`src/rtl/smm_pkg.sv`:
```
`timescale 1ns/1ps
package smm_pkg;

    typedef struct packed {
        logic lock;
        logic close_d;
        logic open_d;
        logic tseg_en;
        logic high_en;
        logic compat_en;
        logic global_en;
    } smm_ctl_t;

    localparam int CTL_W    = $bits(smm_ctl_t);
    localparam int LOCK_POS = CTL_W - 1;
    localparam int MB_SHIFT = 20;

    typedef enum logic [1:0] {
        WIN_NONE,
        WIN_COMPAT,
        WIN_HIGH,
        WIN_TSEG
    } smm_win_e;

    typedef enum logic [1:0] {
        ST_IDLE,
        ST_CLASSIFY,
        ST_RESPOND
    } smm_state_e;

    localparam logic [31:0] COMPAT_LO = 32'h000A_0000;
    localparam logic [31:0] COMPAT_HI = 32'h000B_FFFF;
    localparam logic [31:0] HIGH_LO   = 32'hFEDA_0000;
    localparam logic [31:0] HIGH_HI   = 32'hFEDB_FFFF;

endpackage

```
`src/rtl/smm_ctl_reg.sv`:
```
`timescale 1ns/1ps
module smm_ctl_reg
    import smm_pkg::*;
#(
    parameter int W    = CTL_W,
    parameter int LOCK = LOCK_POS
) (
    input  logic         clk,
    input  logic         rst_n,
    input  logic         wr_en,
    input  logic [W-1:0] wr_data,
    output logic [W-1:0] ctl
);

    logic frozen;
    assign frozen = ctl[LOCK];

    always_ff @(posedge clk or negedge rst_n) begin
        if (!rst_n) begin
            ctl <= '0;
        end else if (wr_en && !frozen) begin
            ctl <= wr_data;
        end
    end

endmodule

```
`src/rtl/smm_window_decode.sv`:
```
`timescale 1ns/1ps
module smm_window_decode
    import smm_pkg::*;
#(
    parameter int ADDR_W = 32,
    parameter int MB_W   = ADDR_W - MB_SHIFT
) (
    input  logic [ADDR_W-1:0] addr,
    input  logic              en_global,
    input  logic              en_compat,
    input  logic              en_high,
    input  logic              en_tseg,
    input  logic [MB_W-1:0]   base_mb,
    output smm_win_e          win,
    output logic [ADDR_W-1:0] remap
);

    localparam logic [ADDR_W-1:0] C_LO = ADDR_W'(COMPAT_LO);
    localparam logic [ADDR_W-1:0] C_HI = ADDR_W'(COMPAT_HI);
    localparam logic [ADDR_W-1:0] H_LO = ADDR_W'(HIGH_LO);
    localparam logic [ADDR_W-1:0] H_HI = ADDR_W'(HIGH_HI);

    logic            in_compat;
    logic            in_high;
    logic            in_tseg;
    logic [MB_W-1:0] tseg_mb;

    assign tseg_mb   = base_mb - MB_W'(1);
    assign in_compat = (addr >= C_LO) && (addr <= C_HI);
    assign in_high   = (addr >= H_LO) && (addr <= H_HI);
    assign in_tseg   = (base_mb != '0) && (addr[ADDR_W-1:MB_SHIFT] == tseg_mb);

    // Alias window folds onto the compatible DRAM area
    assign remap = addr - H_LO + C_LO;

    // Priority: compatible, then high alias, then protected segment
    always_comb begin
        win = WIN_NONE;
        if (en_global) begin
            if (en_compat && in_compat) begin
                win = WIN_COMPAT;
            end else if (en_high && in_high) begin
                win = WIN_HIGH;
            end else if (en_tseg && in_tseg) begin
                win = WIN_TSEG;
            end
        end
    end

endmodule

```
`src/rtl/smm_policy.sv`:
```
`timescale 1ns/1ps
module smm_policy
    import smm_pkg::*;
#(
    parameter int ADDR_W = 32
) (
    input  smm_win_e          win,
    input  logic              ov_open,
    input  logic              ov_close,
    input  logic              smm,
    input  logic              code,
    input  logic              downstream,
    input  logic [ADDR_W-1:0] addr,
    input  logic [ADDR_W-1:0] remap,
    output logic              grant,
    output logic              to_io,
    output logic              err,
    output logic [ADDR_W-1:0] addr_out
);

    logic conflict;
    logic open_eff;
    logic rights;
    logic close_hit;

    assign conflict  = ov_open && ov_close;
    assign open_eff  = ov_open && !ov_close;
    assign rights    = smm || open_eff;
    assign close_hit = ov_close && !code;

    always_comb begin
        grant    = 1'b1;
        to_io    = 1'b0;
        err      = conflict;
        addr_out = addr;
        unique case (win)
            WIN_NONE: begin
                grant = 1'b1;
            end
            WIN_COMPAT: begin
                if (downstream) begin
                    grant = 1'b0;
                    err   = 1'b1;
                end else if (rights && !close_hit) begin
                    grant = 1'b1;
                end else begin
                    grant = 1'b0;
                    to_io = 1'b1;
                end
            end
            WIN_HIGH: begin
                if (downstream) begin
                    grant = 1'b0;
                    err   = 1'b1;
                end else if (rights) begin
                    grant    = 1'b1;
                    addr_out = remap;
                end else begin
                    grant = 1'b0;
                    to_io = 1'b1;
                end
            end
            WIN_TSEG: begin
                if (downstream) begin
                    grant = 1'b0;
                    err   = 1'b1;
                end else if (rights) begin
                    grant = 1'b1;
                end else begin
                    grant = 1'b0;
                    to_io = 1'b1;
                end
            end
            default: begin
                grant = 1'b0;
            end
        endcase
    end

endmodule

```
`src/rtl/smm_access_ctl.sv`:
```
`timescale 1ns/1ps
module smm_access_ctl
    import smm_pkg::*;
#(
    parameter int ADDR_W = 32,
    parameter int MB_W   = ADDR_W - MB_SHIFT
) (
    input  logic              clk,
    input  logic              rst_n,
    input  logic              cfg_we,
    input  logic [CTL_W-1:0]  cfg_wdata,
    output logic [CTL_W-1:0]  ctl_q,
    input  logic [MB_W-1:0]   gfx_base_mb,
    input  logic              req_valid,
    output logic              req_ready,
    input  logic [ADDR_W-1:0] req_addr,
    input  logic              req_smm,
    input  logic              req_code,
    input  logic              req_downstream,
    output logic              rsp_valid,
    output logic              rsp_grant,
    output logic              rsp_to_io,
    output logic              rsp_err,
    output logic [ADDR_W-1:0] rsp_addr
);

    smm_state_e state_q;
    smm_state_e state_d;
    smm_ctl_t   ctl_s;

    // Captured request and policy snapshot
    logic [ADDR_W-1:0] addr_q;
    logic              smm_q;
    logic              code_q;
    logic              ds_q;
    logic [MB_W-1:0]   base_q;
    logic              g_en_q;
    logic              c_en_q;
    logic              h_en_q;
    logic              t_en_q;
    logic              open_q;
    logic              close_q;

    // Classification results
    smm_win_e          win_d;
    smm_win_e          win_q;
    logic [ADDR_W-1:0] remap_d;
    logic [ADDR_W-1:0] remap_q;

    // Policy results
    logic              pol_grant;
    logic              pol_io;
    logic              pol_err;
    logic [ADDR_W-1:0] pol_addr;

    smm_ctl_reg #(
        .W    (CTL_W),
        .LOCK (LOCK_POS)
    ) u_ctl (
        .clk     (clk),
        .rst_n   (rst_n),
        .wr_en   (cfg_we),
        .wr_data (cfg_wdata),
        .ctl     (ctl_q)
    );

    assign ctl_s     = smm_ctl_t'(ctl_q);
    assign req_ready = (state_q == ST_IDLE);

    smm_window_decode #(
        .ADDR_W (ADDR_W),
        .MB_W   (MB_W)
    ) u_decode (
        .addr      (addr_q),
        .en_global (g_en_q),
        .en_compat (c_en_q),
        .en_high   (h_en_q),
        .en_tseg   (t_en_q),
        .base_mb   (base_q),
        .win       (win_d),
        .remap     (remap_d)
    );

    smm_policy #(
        .ADDR_W (ADDR_W)
    ) u_policy (
        .win        (win_q),
        .ov_open    (open_q),
        .ov_close   (close_q),
        .smm        (smm_q),
        .code       (code_q),
        .downstream (ds_q),
        .addr       (addr_q),
        .remap      (remap_q),
        .grant      (pol_grant),
        .to_io      (pol_io),
        .err        (pol_err),
        .addr_out   (pol_addr)
    );

    // State register
    always_ff @(posedge clk or negedge rst_n) begin
        if (!rst_n) begin
            state_q <= ST_IDLE;
        end else begin
            state_q <= state_d;
        end
    end

    // Next state
    always_comb begin
        state_d = state_q;
        unique case (state_q)
            ST_IDLE:     if (req_valid) state_d = ST_CLASSIFY;
            ST_CLASSIFY: state_d = ST_RESPOND;
            ST_RESPOND:  state_d = ST_IDLE;
            default:     state_d = ST_IDLE;
        endcase
    end

    // Datapath registers steered by state
    always_ff @(posedge clk or negedge rst_n) begin
        if (!rst_n) begin
            addr_q  <= '0;
            smm_q   <= 1'b0;
            code_q  <= 1'b0;
            ds_q    <= 1'b0;
            base_q  <= '0;
            g_en_q  <= 1'b0;
            c_en_q  <= 1'b0;
            h_en_q  <= 1'b0;
            t_en_q  <= 1'b0;
            open_q  <= 1'b0;
            close_q <= 1'b0;
            win_q   <= WIN_NONE;
            remap_q <= '0;
        end else begin
            if (state_q == ST_IDLE && req_valid) begin
                addr_q  <= req_addr;
                smm_q   <= req_smm;
                code_q  <= req_code;
                ds_q    <= req_downstream;
                base_q  <= gfx_base_mb;
                g_en_q  <= ctl_s.global_en;
                c_en_q  <= ctl_s.compat_en;
                h_en_q  <= ctl_s.high_en;
                t_en_q  <= ctl_s.tseg_en;
                open_q  <= ctl_s.open_d;
                close_q <= ctl_s.close_d;
            end
            if (state_q == ST_CLASSIFY) begin
                win_q   <= win_d;
                remap_q <= remap_d;
            end
        end
    end

    // Output register
    always_ff @(posedge clk or negedge rst_n) begin
        if (!rst_n) begin
            rsp_valid <= 1'b0;
            rsp_grant <= 1'b0;
            rsp_to_io <= 1'b0;
            rsp_err   <= 1'b0;
            rsp_addr  <= '0;
        end else if (state_q == ST_RESPOND) begin
            rsp_valid <= 1'b1;
            rsp_grant <= pol_grant;
            rsp_to_io <= pol_io;
            rsp_err   <= pol_err;
            rsp_addr  <= pol_addr;
        end else begin
            rsp_valid <= 1'b0;
            rsp_grant <= 1'b0;
            rsp_to_io <= 1'b0;
            rsp_err   <= 1'b0;
            rsp_addr  <= '0;
        end
    end

endmodule

```
`config.mk`:
```
export PLATFORM = sky130hd
export DESIGN_NAME = smm_access_ctl
export DESIGN_NICKNAME = d
export VERILOG_FILES = /design/src/rtl/smm_pkg.sv /design/src/rtl/smm_ctl_reg.sv /design/src/rtl/smm_window_decode.sv /design/src/rtl/smm_policy.sv /design/src/rtl/smm_access_ctl.sv
export SDC_FILE = /design/constraint.sdc
export NUM_CORES = 1
export LEC_CHECK = 0
export CORE_ASPECT_RATIO = 1.5
export CORE_MARGIN = 5
export CORE_UTILIZATION = 48
export DETAILED_ROUTE_END_ITERATION = 8
export PLACE_DENSITY_LB_ADDON = 0.08
export SLEW_MARGIN = 10
export SYNTH_ARGS = -nofsm -noshare
export SYNTH_HDL_FRONTEND = slang
export SYNTH_SLANG_ARGS = --single-unit
```
`constraint.sdc`:
```
create_clock -name clk -period 2 [get_ports clk]
set_input_delay 0.3 -clock clk [delete_from_list [all_inputs] [get_ports clk]]
set_output_delay 0.3 -clock clk [all_outputs]
set_load 0.01 [all_outputs]
```
-- After elaboration in Yosys (flattened, before gate mapping)
Index checks and enable logic that the tools add are counted.
- equality and inequality tests: 7
- add/subtract/negate cells: 3
- multiply operators: 0
- shift-type cells: 0
- magnitude comparators: 4
- mux-type cells: 26
- divide/modulo/power cells: 0
- bitwise logic cells: 0
- reductions and logical operators: 22
- operators with widths (kind ; number):
    2-to-1 mux 32 bit ; 4
    adder 32 x 20 -> 32 bit (second input constant) ; 1
    greater-or-equal comparator 32 x 20 -> 1 bit (second input constant) ; 1
    greater-or-equal comparator 32 bit (second input constant) ; 1
    <= comparator 32 x 20 -> 1 bit (second input constant) ; 1
    <= comparator 32 bit (second input constant) ; 1
    subtractor 32 bit (second input constant) ; 1
    2-to-1 mux 1 bit ; 14
    equality test 12 bit ; 1
    logical AND 1 bit ; 12
    nonzero test 12 bit ; 1
    subtractor 12 x 1 -> 12 bit (second input constant) ; 1
    2-to-1 mux 2 bit ; 5
    equality test 2 bit (second input constant) ; 3
    equality test 2 x 1 -> 1 bit (second input constant) ; 2
    zero test 1 bit ; 4
    zero test 2 bit ; 2
    case mux 2 bit (2 select lines) ; 1
    case mux 1 bit (3 select lines) ; 1
    OR reduction 3 bit ; 1
    != test 2 bit (second input constant) ; 1
    case mux 1 bit (2 select lines) ; 1
    OR reduction 2 bit ; 1
    logical OR 1 bit ; 1
- bits in writable memories: 0
- memories: 0
- register bits: 132
- output and inout bits: 44
- latch bits: 0
- bits in read-only memories: 0

-- Depth between registers and ports, before layout
- word-level depth: 8
- gate-level depth with buffers: 9
- gate-level depth less buffers: 8

-- Modules after synthesis
A second synthesis with hierarchy kept.
- cell total of the unflattened synthesis: 474
- area, all modules: 6392.4 um2
- by module, submodules not included (module ; sequential area each (um2) ; instances ; cells each ; area each (um2)):
    smm_access_ctl ; 3128.0 ; 1 ; 265 ; 4469.3
    smm_window_decode ; 0.0 ; 1 ; 147 ; 1038.5
    smm_policy ; 0.0 ; 1 ; 46 ; 585.6
    smm_ctl_reg ; 175.2 ; 1 ; 16 ; 299.0

-- Least setup slack after synthesis
No wires, ideal clock.
- path type: reg2reg
- start: register base_q[0]
- end: register win_q[0]
- setup time: 0.127 ns
- buffers on the path: 0
- stages on the path, launching flop included: 9
- clock period less this slack: 2.100 ns
- arrival: 1.973 ns
- path slack: -0.100 ns
- cell sequence: dfrtp_1 > inv_1 > ha_1 > or4b_2 > or4_1 > a21boi_1 > a211oi_1 > nand4_1 > o21ai_1
- cells in the longest elaborated chain, start to end: 8
- elaborated cells on any way between the ends: 9
- ends and longest elaborated chain (item ; line ; source):
    from (decl) ; smm_access_ctl.sv:36 ; logic [MB_W-1:0] base_q;
    from (signal assigned) ; smm_access_ctl.sv:143 ; base_q <= gfx_base_mb;
    subtractor 12 x 1 -> 12 bit ; smm_window_decode.sv:28 ; assign tseg_mb = base_mb - MB_W'(1);
    equality test 12 bit ; smm_window_decode.sv:31 ; assign in_tseg = (base_mb != '0) && (addr[ADDR_W-1:MB_SHIFT] == tseg_mb);
    logical AND 1 bit * ; smm_window_decode.sv:31 ;
    logical AND 1 bit * ; smm_window_decode.sv:44 ; end else if (en_tseg && in_tseg) begin
    2-to-1 mux 2 bit * ; smm_window_decode.sv:44 ;
    2-to-1 mux 2 bit * ; smm_window_decode.sv:42 ; end else if (en_high && in_high) begin
    2-to-1 mux 2 bit * ; smm_window_decode.sv:40 ; if (en_compat && in_compat) begin
    2-to-1 mux 2 bit * ; smm_window_decode.sv:39 ; if (en_global) begin
    to (signal assigned) ; smm_access_ctl.sv:152 ; win_q <= win_d;
    to (decl) ; smm_access_ctl.sv:46 ; smm_win_e win_q;
Mark *: on every way between the ends. The rest lies on a longest branch, timed or not.
A chain may end at the register's enable or synchronous reset.

-- Worst setup path after layout
Same ends and word-level chain as after synthesis.

==> results.yml <==
layout:
  area_growth_pct: 36.85
  final_cells: 870
  diodes: 0
  final_cell_mix: "155 x nand2_1, 132 x dfrtp_1, 100 x clkdlybuf4s50_1"
  post-route-cell-area_um2: 8020
  nets: 767
  final_common_cell: "nand2_1"
  final_layout_size_suffix_gt1_share_pct: 22.18
drt:
  drc: 0
  drt_iter0_markers: 189
  routed_wl_mm: 15.27
  viasPerCell: 5.292
  ant_nets: 0
  drt_pass1_iterations: 4
  wire_per_inst_um: 17.55
  via_count: 4604
logic_synthesis:
  yosysTopAreaCell: "dfrtp_1"
  synth_area_leaders: "dfrtp_1 56%, mux2_2 10%, nand2_1 9.9%"
  synth_cell_type_count: 50
  synth.yosys.seq_area_share_pct: 56.36
  avgSynthCellArea_um2: 10.34
  async_reset_ff_share_pct: 100.0
  synthFlopType: "dfrtp_1"
  yosys_warnings: 0
  yosysTopAreaCellShare_pct: 56.36
  ys_seq_elements: 132
  netlist_instances: 567
  synth_area_um2: 5861
  syn_nets: 630
  synth-edff-count: 0
min_path:
  hp-class: "in -> async"
power_and_ir_drop:
  swShare_pct: 30.85
  p_seq_share_pct: 41.0
  comb_power_share_pct: 26.6
  p_leak_uw: 0.003564
  vdd_drop_max_mv: 0.6555
  clkPwrFrac_pct: 32.4
  internal-power_uw: 6508
  powerDensity_nw_per_um2: 1173
  power_uw: 9412
  p_sw_uw: 2903
worst_setup_path:
  cp_max_fo: 2
  crit_arrival_ns: 2.34
  cp_slowest_cell: "or4b_4"
  path_cells: "inv_2 > ha_4 > or4b_4 > or4_4 > a21boi_2 > a211oi_2 > nand4_1 > o21ai_1"
  end_kind: "flop"
  critPathKind: "reg -> reg"
  rr_endpoint: "win_q[0]"
  rr_startpoint: "base_q[0]"
  reg2reg_depth: 8
  path_buf_inv: 1
  crit_path_start_kind: "flop"
  required_ns: 2.29
  critical-path-max-stage-delay_ns: 0.45
  ff2ff_setup_slack_ns: -0.05
  crit_family: "simple AND/OR/NAND/NOR gates"
sta:
  post-route-period-util_pct: 102.6
  rsz0062_at_grt: "yes"
  worst_slack_ns: -0.05201
  hold_violations: 0
  tightestPinTransition_ns: 0.5826
  fmax_mhz: 487.3
  final.setup_skew_ns: 0.01209
  slew_violations: 0
  finalSetupViolCount: 2
  fin_crit_ns: 2.052
  slew_headroom_pct: 61.16
global_routing:
  antenna_found_initial: 0
  grt_max_degree: 41
  overflow: 0
  grt_pass1_wl_mm: 25.59
  grt_pass1_vias: 5071
  grt_usage_pct: 22.32
cts:
  cts.sinks: 132
  clkLatencyLatePin_ns: 0.41
  cts_root_buffer: "clkbuf_16"
  cts_tree: "done"
  cts_made_buffers: 17
  cts.path.max_buffers: 2
  clk_pin_slew_ns: 0.06
  ctsHtreeMaxLevel: 4
floorplanning:
  core-area_um2: 12020
  fp-row-count: 49
  die_area_um2: 14570
  die_h_um: 145.3
  ios: 102
  die_x_um: 100.2
  start_util_pct: 48.77
run_status:
  violations: "setup timing"
  status: "finished, violations left"
placed_design:
  dp_cells: 836
  dpl_cell_area_um2: 7377
  port_buffers: 101
  gp_congestion: 0.7853
  place_hpwl_mm: 10.83
job:
  drv_cap: 0
==> synth_stat cells, types with 4 or more instances <==
master / number
clkbuf_1: 26
a21oi_1: 37
inv_1: 8
xor2_1: 15
o21ai_0: 22
nand2_1: 155
mux2_2: 54
nor2_1: 15
nor3_1: 5
ha_1: 5
nand3_1: 5
xnor2_1: 12
nor4_1: 7
or4_1: 4
buf_1: 6
dfrtp_1: 132
nand4_1: 10
==> sequential cells by signal, summed over array words and instances, names as in the netlist, 2 cells and up <==
signal	flops
u_ctl.ctl	7
addr_q	32
remap_q	32
win_q	2
base_q	12
state_q	2
rsp_addr	32
==> through the flow <==
stage | hold WS [ns] | utilization, % | setup WS, ns | setup TNS [ns]
after global placement | 0.3286 | 61.39 | -0.09138 | -0.1827
after global routing | 0.4789 | 66.74 | -0.1174 | -0.2257
final | 0.4331 | 66.74 | -0.05201 | -0.09611
after CTS | 0.4417 | 66.56 | -0.06268 | -0.1223
after detailed placement | 0.3277 | 61.39 | -0.1016 | -0.2011
after floorplan | 0.004409 | - | -0.007331 | -0.01423
==> kinds of logic after synthesis <==
logic type | share of synthesized area [%]
buf+inv | 3.138
flops | 56.36
fa+ha+maj | 1.067
simple gates | 17.29
compound gates | 7.558
mux | 10.55
xor+xnor | 4.035
==> metal layers <==
layer  GRT usage [%]  up-vias  wire [um]
met4           7.822        0        242
met1           25.85     2284       6023
met5               0        -          0
li1                -     2193          -
met2           40.07      106       8405
met3           4.700       21        592
==> worst max-delay path by stage <==
stage	from	endpoint	slack [ns]	cells past startpoint
final	base_q[0]	win_q[0]	-0.05	8
after global routing	base_q[0]	win_q[0]	-0.12	8
after CTS	base_q[0]	win_q[1]	-0.06	8
after detailed placement	base_q[0]	win_q[1]	-0.10	8
after global placement	base_q[1]	win_q[0]	-0.09	8
after floorplan	base_q[0]	win_q[0]	-0.007	8
==> power by group through the flow <==
stage                     Combinational, uW  Sequential [uW]  Clock (uW)
after floorplan                        1400             3820           0
after global placement                 2430             3870           0
final                                  2510             3860        3050
after detailed placement               2480             3900           0
after CTS                              2530             3860        3090
after global routing                   2780             3960        3200
==> area by class of cell <==
cell class / instances / area [um2]
clock buffer: 18 / 429.2
clock inverter: 14 / 152.6
fill: 969 / 3996
inverter: 8 / 30.03
multi-input combinational: 390 / 2422
sequential: 132 / 3303
tap: 153 / 191.4
timing repair buffer: 155 / 1491
==> repair_timing <==
| action | in CTS | in global routing |
|---|---|---|
| setup endpoints to repair | 2 | 2 |
| buffers inserted | 0 | 1 |
| pin swaps | 7 | 7 |
| gates cloned | 0 | 0 |
| hold buffers | 1 | 0 |
| gates resized for setup | 7 | 5 |
| hold endpoints to repair | 36 | 0 |
(Power assumes the default switching activity.)
